### config.mk
export PLATFORM = sky130hd
export DESIGN_NAME = spi_bus_master
export DESIGN_NICKNAME = d
export VERILOG_FILES = /design/src/rtl/spi_bus_pkg.sv /design/src/rtl/spi_bus_rst_sync.sv /design/src/rtl/spi_bus_regs.sv /design/src/rtl/spi_bus_shifter.sv /design/src/rtl/spi_bus_master.sv
export SDC_FILE = /design/constraint.sdc
export NUM_CORES = 1
export LEC_CHECK = 0
export BUFFER_PORTS_ARGS = -buffer_cell sky130_fd_sc_hd__buf_2
export CORE_MARGIN = 1
export CORE_UTILIZATION = 45
export CTS_CLUSTER_DIAMETER = 30
export CTS_CLUSTER_SIZE = 10
export DETAILED_ROUTE_END_ITERATION = 8
export GPL_TIMING_DRIVEN = 0
export PLACE_DENSITY = 0.78
export SKIP_LAST_GASP = 1
export SLEW_MARGIN = 10
export SYNTH_ARGS = -nofsm -noshare
export SYNTH_HDL_FRONTEND = slang
export SYNTH_SLANG_ARGS = --single-unit
export TNS_END_PERCENT = 20
### constraint.sdc
create_clock -name clk -period 1.55 [get_ports clk]
set_clock_uncertainty 0.05 [all_clocks]
set_input_delay 0.0775 -clock clk [delete_from_list [all_inputs] [get_ports clk]]
set_output_delay 0.0775 -clock clk [all_outputs]
set_load 0.03 [all_outputs]
### src/rtl/spi_bus_pkg.sv
package spi_bus_pkg;

  typedef enum logic [1:0] {
    LOC_DATA = 2'b00,
    LOC_CSR  = 2'b01,
    LOC_SELA = 2'b10,
    LOC_SELB = 2'b11
  } bus_loc_e;

  // used control bits only; reserved bits 6:3 are not stored
  typedef struct packed {
    logic irq_en;   // byte bit 7
    logic ext_src;  // byte bit 2
    logic cpol;     // byte bit 1
    logic cpha;     // byte bit 0
  } ctl_t;

endpackage

### src/rtl/spi_bus_rst_sync.sv
module spi_bus_rst_sync (
  input  logic clk,
  input  logic arst_n,
  output logic rst_n_o
);
  logic [1:0] sync_q;

  always_ff @(posedge clk or negedge arst_n) begin
    if (!arst_n) sync_q <= '0;
    else         sync_q <= {sync_q[0], 1'b1};
  end

  assign rst_n_o = sync_q[1];
endmodule

### src/rtl/spi_bus_regs.sv
module spi_bus_regs
  import spi_bus_pkg::*;
#(
  parameter int DW = 8
) (
  input  logic          clk,
  input  logic          rst_n,
  input  logic          cs1,
  input  logic          cs2_n,
  input  logic          phi2,
  input  logic          rw_n,
  input  logic [1:0]    addr,
  input  logic [DW-1:0] din,
  input  logic          busy,
  input  logic          done,
  input  logic [DW-1:0] rx,
  output logic [DW-1:0] dout,
  output logic          dout_oe,
  output ctl_t          ctl,
  output logic [DW-1:0] ss_n,
  output logic          start,
  output logic          done_clr,
  output logic          ss_wr
);
  localparam int STAT_PAD = DW - 2;

  logic     acc, acc_q, stb, wr, rd;
  bus_loc_e loc;
  ctl_t     ctl_d, ctl_q;
  logic [DW-1:0] ss_d, ss_q;
  logic     ctl_wr;

  assign loc = bus_loc_e'(addr);
  assign acc = cs1 & ~cs2_n & phi2;
  assign stb = acc & ~acc_q;
  assign wr  = stb & ~rw_n;
  assign rd  = stb & rw_n;

  assign ctl_wr   = wr & (loc == LOC_CSR);
  assign ss_wr    = wr & ((loc == LOC_SELA) | (loc == LOC_SELB));
  assign start    = wr & (loc == LOC_DATA) & ~busy;
  assign done_clr = start | (rd & (loc == LOC_DATA));

  always_comb begin
    ctl_d = ctl_q;
    ss_d  = ss_q;
    if (ctl_wr) ctl_d = '{irq_en: din[7], ext_src: din[2], cpol: din[1], cpha: din[0]};
    if (ss_wr)  ss_d  = din;
  end

  always_comb begin
    dout_oe = acc & rw_n;
    dout    = '0;
    if (dout_oe) begin
      unique case (loc)
        LOC_DATA: dout = rx;
        LOC_CSR:  dout = {done, busy, {STAT_PAD{1'b0}}};
        default:  dout = ss_q;
      endcase
    end
  end

  always_ff @(posedge clk or negedge rst_n) begin
    if (!rst_n) begin
      acc_q <= 1'b0;
      ctl_q <= '0;
      ss_q  <= '1;
    end else begin
      acc_q <= acc;
      if (ctl_wr) ctl_q <= ctl_d;
      if (ss_wr)  ss_q  <= ss_d;
    end
  end

  assign ctl  = ctl_q;
  assign ss_n = ss_q;
endmodule

### src/rtl/spi_bus_shifter.sv
module spi_bus_shifter #(
  parameter int DW = 8
) (
  input  logic          clk,
  input  logic          rst_n,
  input  logic          tick,
  input  logic          start,
  input  logic [DW-1:0] tx,
  input  logic          cpol,
  input  logic          cpha,
  input  logic          miso,
  input  logic          done_clr,
  output logic          sclk,
  output logic          mosi,
  output logic          busy,
  output logic          done,
  output logic [DW-1:0] rx
);
  localparam int HW = $clog2(2 * DW);
  localparam logic [HW-1:0] LAST = HW'(2 * DW - 1);

  logic          busy_d, busy_q, done_d, done_q, lvl_d, lvl_q;
  logic [HW-1:0] hc_d, hc_q;
  logic [DW-1:0] sh_d, sh_q, rx_d, rx_q;
  logic          step, lead, fin, upd;

  assign step = busy_q & tick;
  assign lead = ~hc_q[0];
  assign fin  = step & (hc_q == LAST);
  assign upd  = start | step;

  always_comb begin
    busy_d = busy_q;
    lvl_d  = lvl_q;
    hc_d   = hc_q;
    sh_d   = sh_q;
    rx_d   = rx_q;
    if (start) begin
      busy_d = 1'b1;
      lvl_d  = 1'b0;
      hc_d   = '0;
      sh_d   = tx;
    end else if (step) begin
      lvl_d = ~lvl_q;
      hc_d  = hc_q + 1'b1;
      if (lead != cpha)
        rx_d = {rx_q[DW-2:0], miso};
      else if (hc_q != '0 && hc_q != LAST)
        sh_d = {sh_q[DW-2:0], 1'b0};
      if (fin) busy_d = 1'b0;
    end
  end

  always_comb begin
    done_d = done_q;
    if (done_clr) done_d = 1'b0;
    if (fin)      done_d = 1'b1;
  end

  always_ff @(posedge clk or negedge rst_n) begin
    if (!rst_n) begin
      busy_q <= 1'b0;
      lvl_q  <= 1'b0;
      hc_q   <= '0;
      sh_q   <= '0;
      rx_q   <= '0;
      done_q <= 1'b0;
    end else begin
      if (upd) begin
        busy_q <= busy_d;
        lvl_q  <= lvl_d;
        hc_q   <= hc_d;
        sh_q   <= sh_d;
        rx_q   <= rx_d;
      end
      if (done_clr | fin) done_q <= done_d;
    end
  end

  assign sclk = cpol ^ lvl_q;
  assign mosi = sh_q[DW-1];
  assign busy = busy_q;
  assign done = done_q;
  assign rx   = rx_q;
endmodule

### src/rtl/spi_bus_master.sv
module spi_bus_master
  import spi_bus_pkg::*;
#(
  parameter int DW = 8
) (
  input  logic          clk,
  input  logic          arst_n,
  input  logic          cs1,
  input  logic          cs2_n,
  input  logic          phi2,
  input  logic          rw_n,
  input  logic [1:0]    addr,
  input  logic [DW-1:0] din,
  output logic [DW-1:0] dout,
  output logic          dout_oe,
  input  logic          ext_clk,
  input  logic          miso,
  output logic          mosi,
  output logic          sclk,
  output logic [DW-1:0] ss_n,
  output logic          irq_n
);
  logic          rst_s;
  ctl_t          ctl;
  logic          busy, done, start, done_clr, ss_wr, tick;
  logic          phi2_q, ext_q;
  logic [DW-1:0] rx;

  spi_bus_rst_sync u_rst (
    .clk    (clk),
    .arst_n (arst_n),
    .rst_n_o(rst_s)
  );

  spi_bus_regs #(.DW(DW)) u_regs (
    .clk     (clk),
    .rst_n   (rst_s),
    .cs1     (cs1),
    .cs2_n   (cs2_n),
    .phi2    (phi2),
    .rw_n    (rw_n),
    .addr    (addr),
    .din     (din),
    .busy    (busy),
    .done    (done),
    .rx      (rx),
    .dout    (dout),
    .dout_oe (dout_oe),
    .ctl     (ctl),
    .ss_n    (ss_n),
    .start   (start),
    .done_clr(done_clr),
    .ss_wr   (ss_wr)
  );

  // edge detect of the selected shift source
  always_ff @(posedge clk or negedge rst_s) begin
    if (!rst_s) begin
      phi2_q <= 1'b0;
      ext_q  <= 1'b0;
    end else begin
      phi2_q <= phi2;
      ext_q  <= ext_clk;
    end
  end

  assign tick = ctl.ext_src ? (ext_clk & ~ext_q) : (phi2 & ~phi2_q);

  spi_bus_shifter #(.DW(DW)) u_shift (
    .clk     (clk),
    .rst_n   (rst_s),
    .tick    (tick),
    .start   (start),
    .tx      (din),
    .cpol    (ctl.cpol),
    .cpha    (ctl.cpha),
    .miso    (miso),
    .done_clr(done_clr),
    .sclk    (sclk),
    .mosi    (mosi),
    .busy    (busy),
    .done    (done),
    .rx      (rx)
  );

  assign irq_n = ~(done & ctl.irq_en);
endmodule

; After elaboration in Yosys (flattened, before gate mapping)
; Cells that the tools add are included.
[word_totals]
output_inout_bits = 20
word_cells = 82
register_bits = 40
inputBits = 18
[op_classes]
n_reduce_logical = 12
n_eq_ne = 7
bitwise_logic = 31
n_addsub = 1
n_mux = 16
[ops]
columns = op, n
row1 = 8-bit two-way mux, 5
row2 = 1-bit AND, 16
row3 = 8-bit case mux with 2 select lines, 1
row4 = 1-bit inverter, 10
row5 = 1-bit two-way mux, 8
row6 = 4-bit two-way mux, 2
row7 = 4-bit AND reduction, 2
row8 = 2-bit nonzero test, 4
row9 = "4-bit by 1-bit adder with 4-bit output, second input constant", 1
row10 = "2-bit equality test, second input constant", 2
row11 = "4-bit equality test, second input constant", 1
row12 = "4-bit != test, second input constant", 1
row13 = 1-bit bitwise OR, 4
row14 = 2-bit AND reduction, 2
row15 = 4-bit nonzero test, 1
row16 = 3-bit AND reduction, 1
row17 = "2-bit by 1-bit equality test with 1-bit output, second input constant", 1
row18 = 2-bit zero test, 1
row19 = "2-bit != test, second input constant", 1
row20 = 1-bit logical AND, 1
row21 = 1-bit != test, 1
row22 = 1-bit bitwise XOR, 1

; Longest topological paths before layout
[logic_depth]
word_depth = 10
depth_mapped = 6
mapped_depth_nobuf = 6

; By module
; A second synthesis with hierarchy kept.
[unflattened]
hier_cells = 171
hier_area_um2 = 1993.2
[modules_own_cells]
columns = mod, area_per_inst_um2, seq_area_each_um2, n_inst, cells_each
row1 = spi_bus_shifter, 1171.1, 575.6, 1, 105
row2 = spi_bus_regs, 690.7, 335.3, 1, 57
row3 = spi_bus_master, 77.6, 50.0, 1, 6
row4 = spi_bus_rst_sync, 53.8, 50.0, 1, 3

; Worst setup path after synthesis
; No wires, ideal clock.
[synth_timing]
kind = register to register
start = register u_shift.busy_q, in the netlist u_shift.busy
end = register u_shift.sh_q[2]
t_arrival_ns = 1.676
stages_incl_launch_ff = 6
setup_ns = 0.126
period_less_slack_ns = 1.852
t_required_ns = 1.374
slack_ns = -0.302
path_buffers = 1
path_cell_list = dfrtp_1 > or3_1 > or4_4 > buf_6 > and2_0 > a221o_1
[synth_via]
elab_chain_cells = 4
elab_cells_between_ends = 9
classes_between = eq/ne (1) / mux (1) / bitwise (4) / reduce/logical (3)
[synth_lines]
columns = element, line
row1 = from (decl), spi_bus_shifter.sv:22  ; logic busy_d, busy_q, done_d, done_q, lvl_d, lvl_q;
row2 = from (signal assigned), spi_bus_shifter.sv:70  ; busy_q <= busy_d;
row3 = 1-bit inverter, spi_bus_regs.sv:41  ; assign start = wr & (loc == LOC_DATA) & ~busy;
row4 = 1-bit AND, spi_bus_regs.sv:41
row5 = 2-bit != test (no line) (tied with other cells), -
row6 = 4-bit AND reduction (no line), -
row7 = to (signal assigned), spi_bus_shifter.sv:65  ; sh_q <= '0;
row8 = to (signal assigned), spi_bus_shifter.sv:73  ; sh_q <= sh_d;
row9 = to (decl), spi_bus_shifter.sv:24  ; logic [DW-1:0] sh_d, sh_q, rx_d, rx_q;
; Parallel ways exist; a longest one is shown, timed or not.
; A chain may end at the register's enable or synchronous reset.

; Worst setup path in the final report
; Same ends and word-level chain as after synthesis.

==> impl_metrics.json <==
{
  "status": "complete, but fails checks",
  "violations": "setup timing",
  "yosysWarningCount": 0,
  "gp_congestion": 0.751,
  "final.fill_count": 331,
  "coreArea_sq_mm": 0.00380,
  "ys_async_sr_fraction": 1.00,
  "syn_avg_cell_area_sq_um": 11.9,
  "yosysMostFrequentCell": "dfrtp_1",
  "hpwl_mm": 2.75,
  "cts_tree": "done",
  "avgViaCountPerCell": 5.47,
  "antenna_found_initial": 0,
  "synth_commonest_cells": "32 x dfrtp_1, 20 x mux2_2, 11 x nor2_1",
  "maxCapViolations": 0,
  "drive_gt1_frac": 0.414,
  "cpMaxStageDelayCell": "or4_4",
  "grt_pass1_wl_mm": 6.58,
  "slew_headroom": 0.466,
  "pwr-share-comb": 0.299,
  "crit_path_end_kind": "flip-flop",
  "path_max_fanout": 8,
  "clkTransAtPathRegs_ns": 0.08,
  "synth_top_area_frac": 0.435,
  "power.share.sequential": 0.484,
  "layout_min_cycle_time_ns": 1.92,
  "htree_levels": 2,
  "ys_seq_area_frac": 0.550,
  "cp_data_arrival_time_ns": 2.06,
  "holdCritPathClass": "input port to flip-flop",
  "synth_edf_count": 0,
  "slew_violations": 0,
  "setup_viol": 16,
  "grt_pass1_vias": 1434,
  "p_int_mw": 2.21,
  "initial_core_util": 0.484,
  "crit_family": "simple AND/OR/NAND/NOR gates",
  "finalCritPeriodShare": 1.24,
  "ios": 38,
  "p_leak_nw": 1.15,
  "syn-num-nets": 174,
  "cts_buffers": 5,
  "cp_cell_sequence": "or3_4 > or4_4 > buf_6 > and2_0 > a221o_1",
  "pre_cts_slack_ns": -0.524,
  "worst_pin_slew_ns": 0.802,
  "synth_top_cell_by_area": "dfrtp_1",
  "required_ns": 1.68,
  "synth.distinct_cells": 35,
  "p_per_area_mw_per_mm2": 1450,
  "synth_ff_type": "dfrtp_1",
  "root_buffer": "clkbuf_8",
  "hold-path-cell-count": 2,
  "dr_total_vias": 1410,
  "clockBufferDepth": 2,
  "diodes": 0,
  "ys_seq_elements": 40,
  "netlist_area_sq_mm": 0.00184,
  "wl_mm": 4.03,
  "dp_cells": 238,
  "insertion_delay_ns": 0.30,
  "io_buffers": 36,
  "worstSetupPathType": "flip-flop to flip-flop",
  "worst_slack_ns": -0.375,
  "grt_overflow": 0,
  "startpoint_type": "flip-flop",
  "nNetsFinal": 229,
  "firstDrtPassIters": 4,
  "max_stage_delay_ns": 0.43,
  "die_width_um": 65.9,
  "swShare": 0.339,
  "final_cells": 258,
  "rows": 22,
  "pwr-share-clk": 0.217,
  "drt_iter0_drc": 130,
  "path_buf_inv": 1,
  "wire_per_inst_um": 15.6,
  "grt_max_degree": 39,
  "peakVddDrop_uv": 826,
  "p_sw_mw": 1.13,
  "die-area_sq_mm": 0.00435,
  "synthToLayoutAreaGrowth_pct": 25.6,
  "hold_viol": 0,
  "cp.depth": 5,
  "p_total_mw": 3.34,
  "drcViolationCount": 0,
  "fmax_mhz": 520,
  "reg2reg_depth": 5,
  "grtUsageTotal": 0.207,
  "die_height_um": 65.9,
  "cts.sinks": 40,
  "syn_inst": 154,
  "postRouteAntennaNets": 0,
  "utilization": 0.608,
  "ys_top_cells_by_area": "dfrtp_1 44%, mux2_2 12%, dfstp_2 11%",
  "rsz0062_at_grt": "true"
}
## cells by family (layout without fill, tap and decap cells)
family / Yosys count / count (layout) / share of synthesized area
compound gates: 27 / 27 / 0.113
xor+xnor: 2 / 2 / 0.00953
fa+ha+maj: 2 / 2 / 0.0136
buf+inv: 12 / 68 / 0.0326
flops: 40 / 40 / 0.550
mux: 23 / 23 / 0.139
other cells: 1 / 1 / 0.00204
simple gates: 47 / 47 / 0.141
## path summary, 6_finish.rpt
check                                          startpoint                     endpoint  slack, ns
worst min-delay path                               din[1]    u_regs.ctl[1]$_DFFE_PN0P_       0.02
min in group asynchronous                          arst_n    u_rst.sync_q[1]$_DFF_PN0_       0.03
worst max-delay path             u_shift.busy$_DFFE_PN0P_  u_shift.sh_q[2]$_DFFE_PN0P_      -0.37
max in group asynchronous       u_rst.sync_q[1]$_DFF_PN0_  u_shift.sh_q[1]$_DFFE_PN0P_       0.63
worst max register to register   u_shift.busy$_DFFE_PN0P_  u_shift.sh_q[2]$_DFFE_PN0P_      -0.37
worst min register to register  u_rst.sync_q[1]$_DFF_PN0_  u_shift.sh_q[6]$_DFFE_PN0P_       0.31
## metrics by stage
step                hold WS, ns  instance area (sq um)  setup TNS, ns
global route            0.00270                   2310          -5.29
CTS                     0.00438                   2300          -4.56
global placement         -0.187                   2080         -11.16
floorplan                -0.268                   1840          -4.53
detailed placement       -0.187                   2080          -8.88
finish                   0.0189                   2310          -4.19
## state kept, by name (all words and copies together) (netlist names)
name	cells
ext_q	1
u_rst.sync_q	2
u_regs.acc_q	1
u_regs.ctl	4
u_shift.sh_q	8
u_shift.done	1
u_shift.busy	1
phi2_q	1
u_regs.ss_n	8
u_shift.lvl_q	1
u_shift.hc_q	4
u_shift.rx	8
## power groups by stage
stage / Sequential [mW] / Combinational [mW] / Clock [mW]
detailed placement: 1.63 / 0.931 / 0
CTS: 1.61 / 0.987 / 0.746
floorplan: 1.70 / 0.584 / 0
finish: 1.62 / 1.00 / 0.724
global placement: 1.62 / 0.902 / 0
global route: 1.66 / 1.09 / 0.792
## worst register-to-register path: stages, from the launching register on
cell and delay (ns):
dfrtp_1 0.40, or3_4 0.34, or4_4 0.43, buf_6 0.15, and2_0 0.14, a221o_1 0.30
## layout by cell type, fill, tap and decap left out, types with 2 or more instances in the layout
master / count
nand3_1: 4
xor2_1: 2
and3_1: 7
inv_1: 6
a21o_1: 2
buf_4: 4
and2_2: 2
clkbuf_1: 3
buf_2: 36
and2_0: 6
ha_1: 2
dfstp_2: 8
clkbuf_8: 6
dfrtp_1: 31
a21oi_1: 3
mux2_2: 20
nand4_1: 2
o21ai_0: 3
a221o_1: 7
nand2_1: 5
buf_6: 2
dlygate4sd3_1: 9
nor2_1: 11
mux2i_1: 3
a22oi_1: 6
nand3b_1: 2
## final cells by class
cell class,count,area (sq um),share of cell area
inverters,6,22.5,0.00975
clock inverters,1,7.51,0.00325
multi-input cells,102,787,0.341
plain buffers,5,35.0,0.0152
flip-flops and latches,40,1010,0.438
clock buffers,7,86.3,0.0374
well taps,48,60.1,0.0260
repair buffers,49,300,0.130
## repair_timing
| item | in CTS | in global routing |
|---|---|---|
| endpoints found under the setup margin | 23 | 22 |
| pin swaps | 2 | 0 |
| buffers inserted | 3 | 1 |
| hold endpoints to repair | 15 | 0 |
| hold buffers | 9 | 0 |
| resized for setup | 5 | 3 |
## routing by layer
layer / GRT usage / wire length [um] / part of all wire / vias up
met3: 0.0776 / 226 / 0.056 / 3
li1: - / - / - / 665
met4: 0.0559 / 38 / 0.0094 / 0
met1: 0.253 / 1780 / 0.44 / 702
met2: 0.343 / 1980 / 0.49 / 40
met5: 0 / 0 / 0 / -
Note: power is estimated with default switching activity, not from simulation.
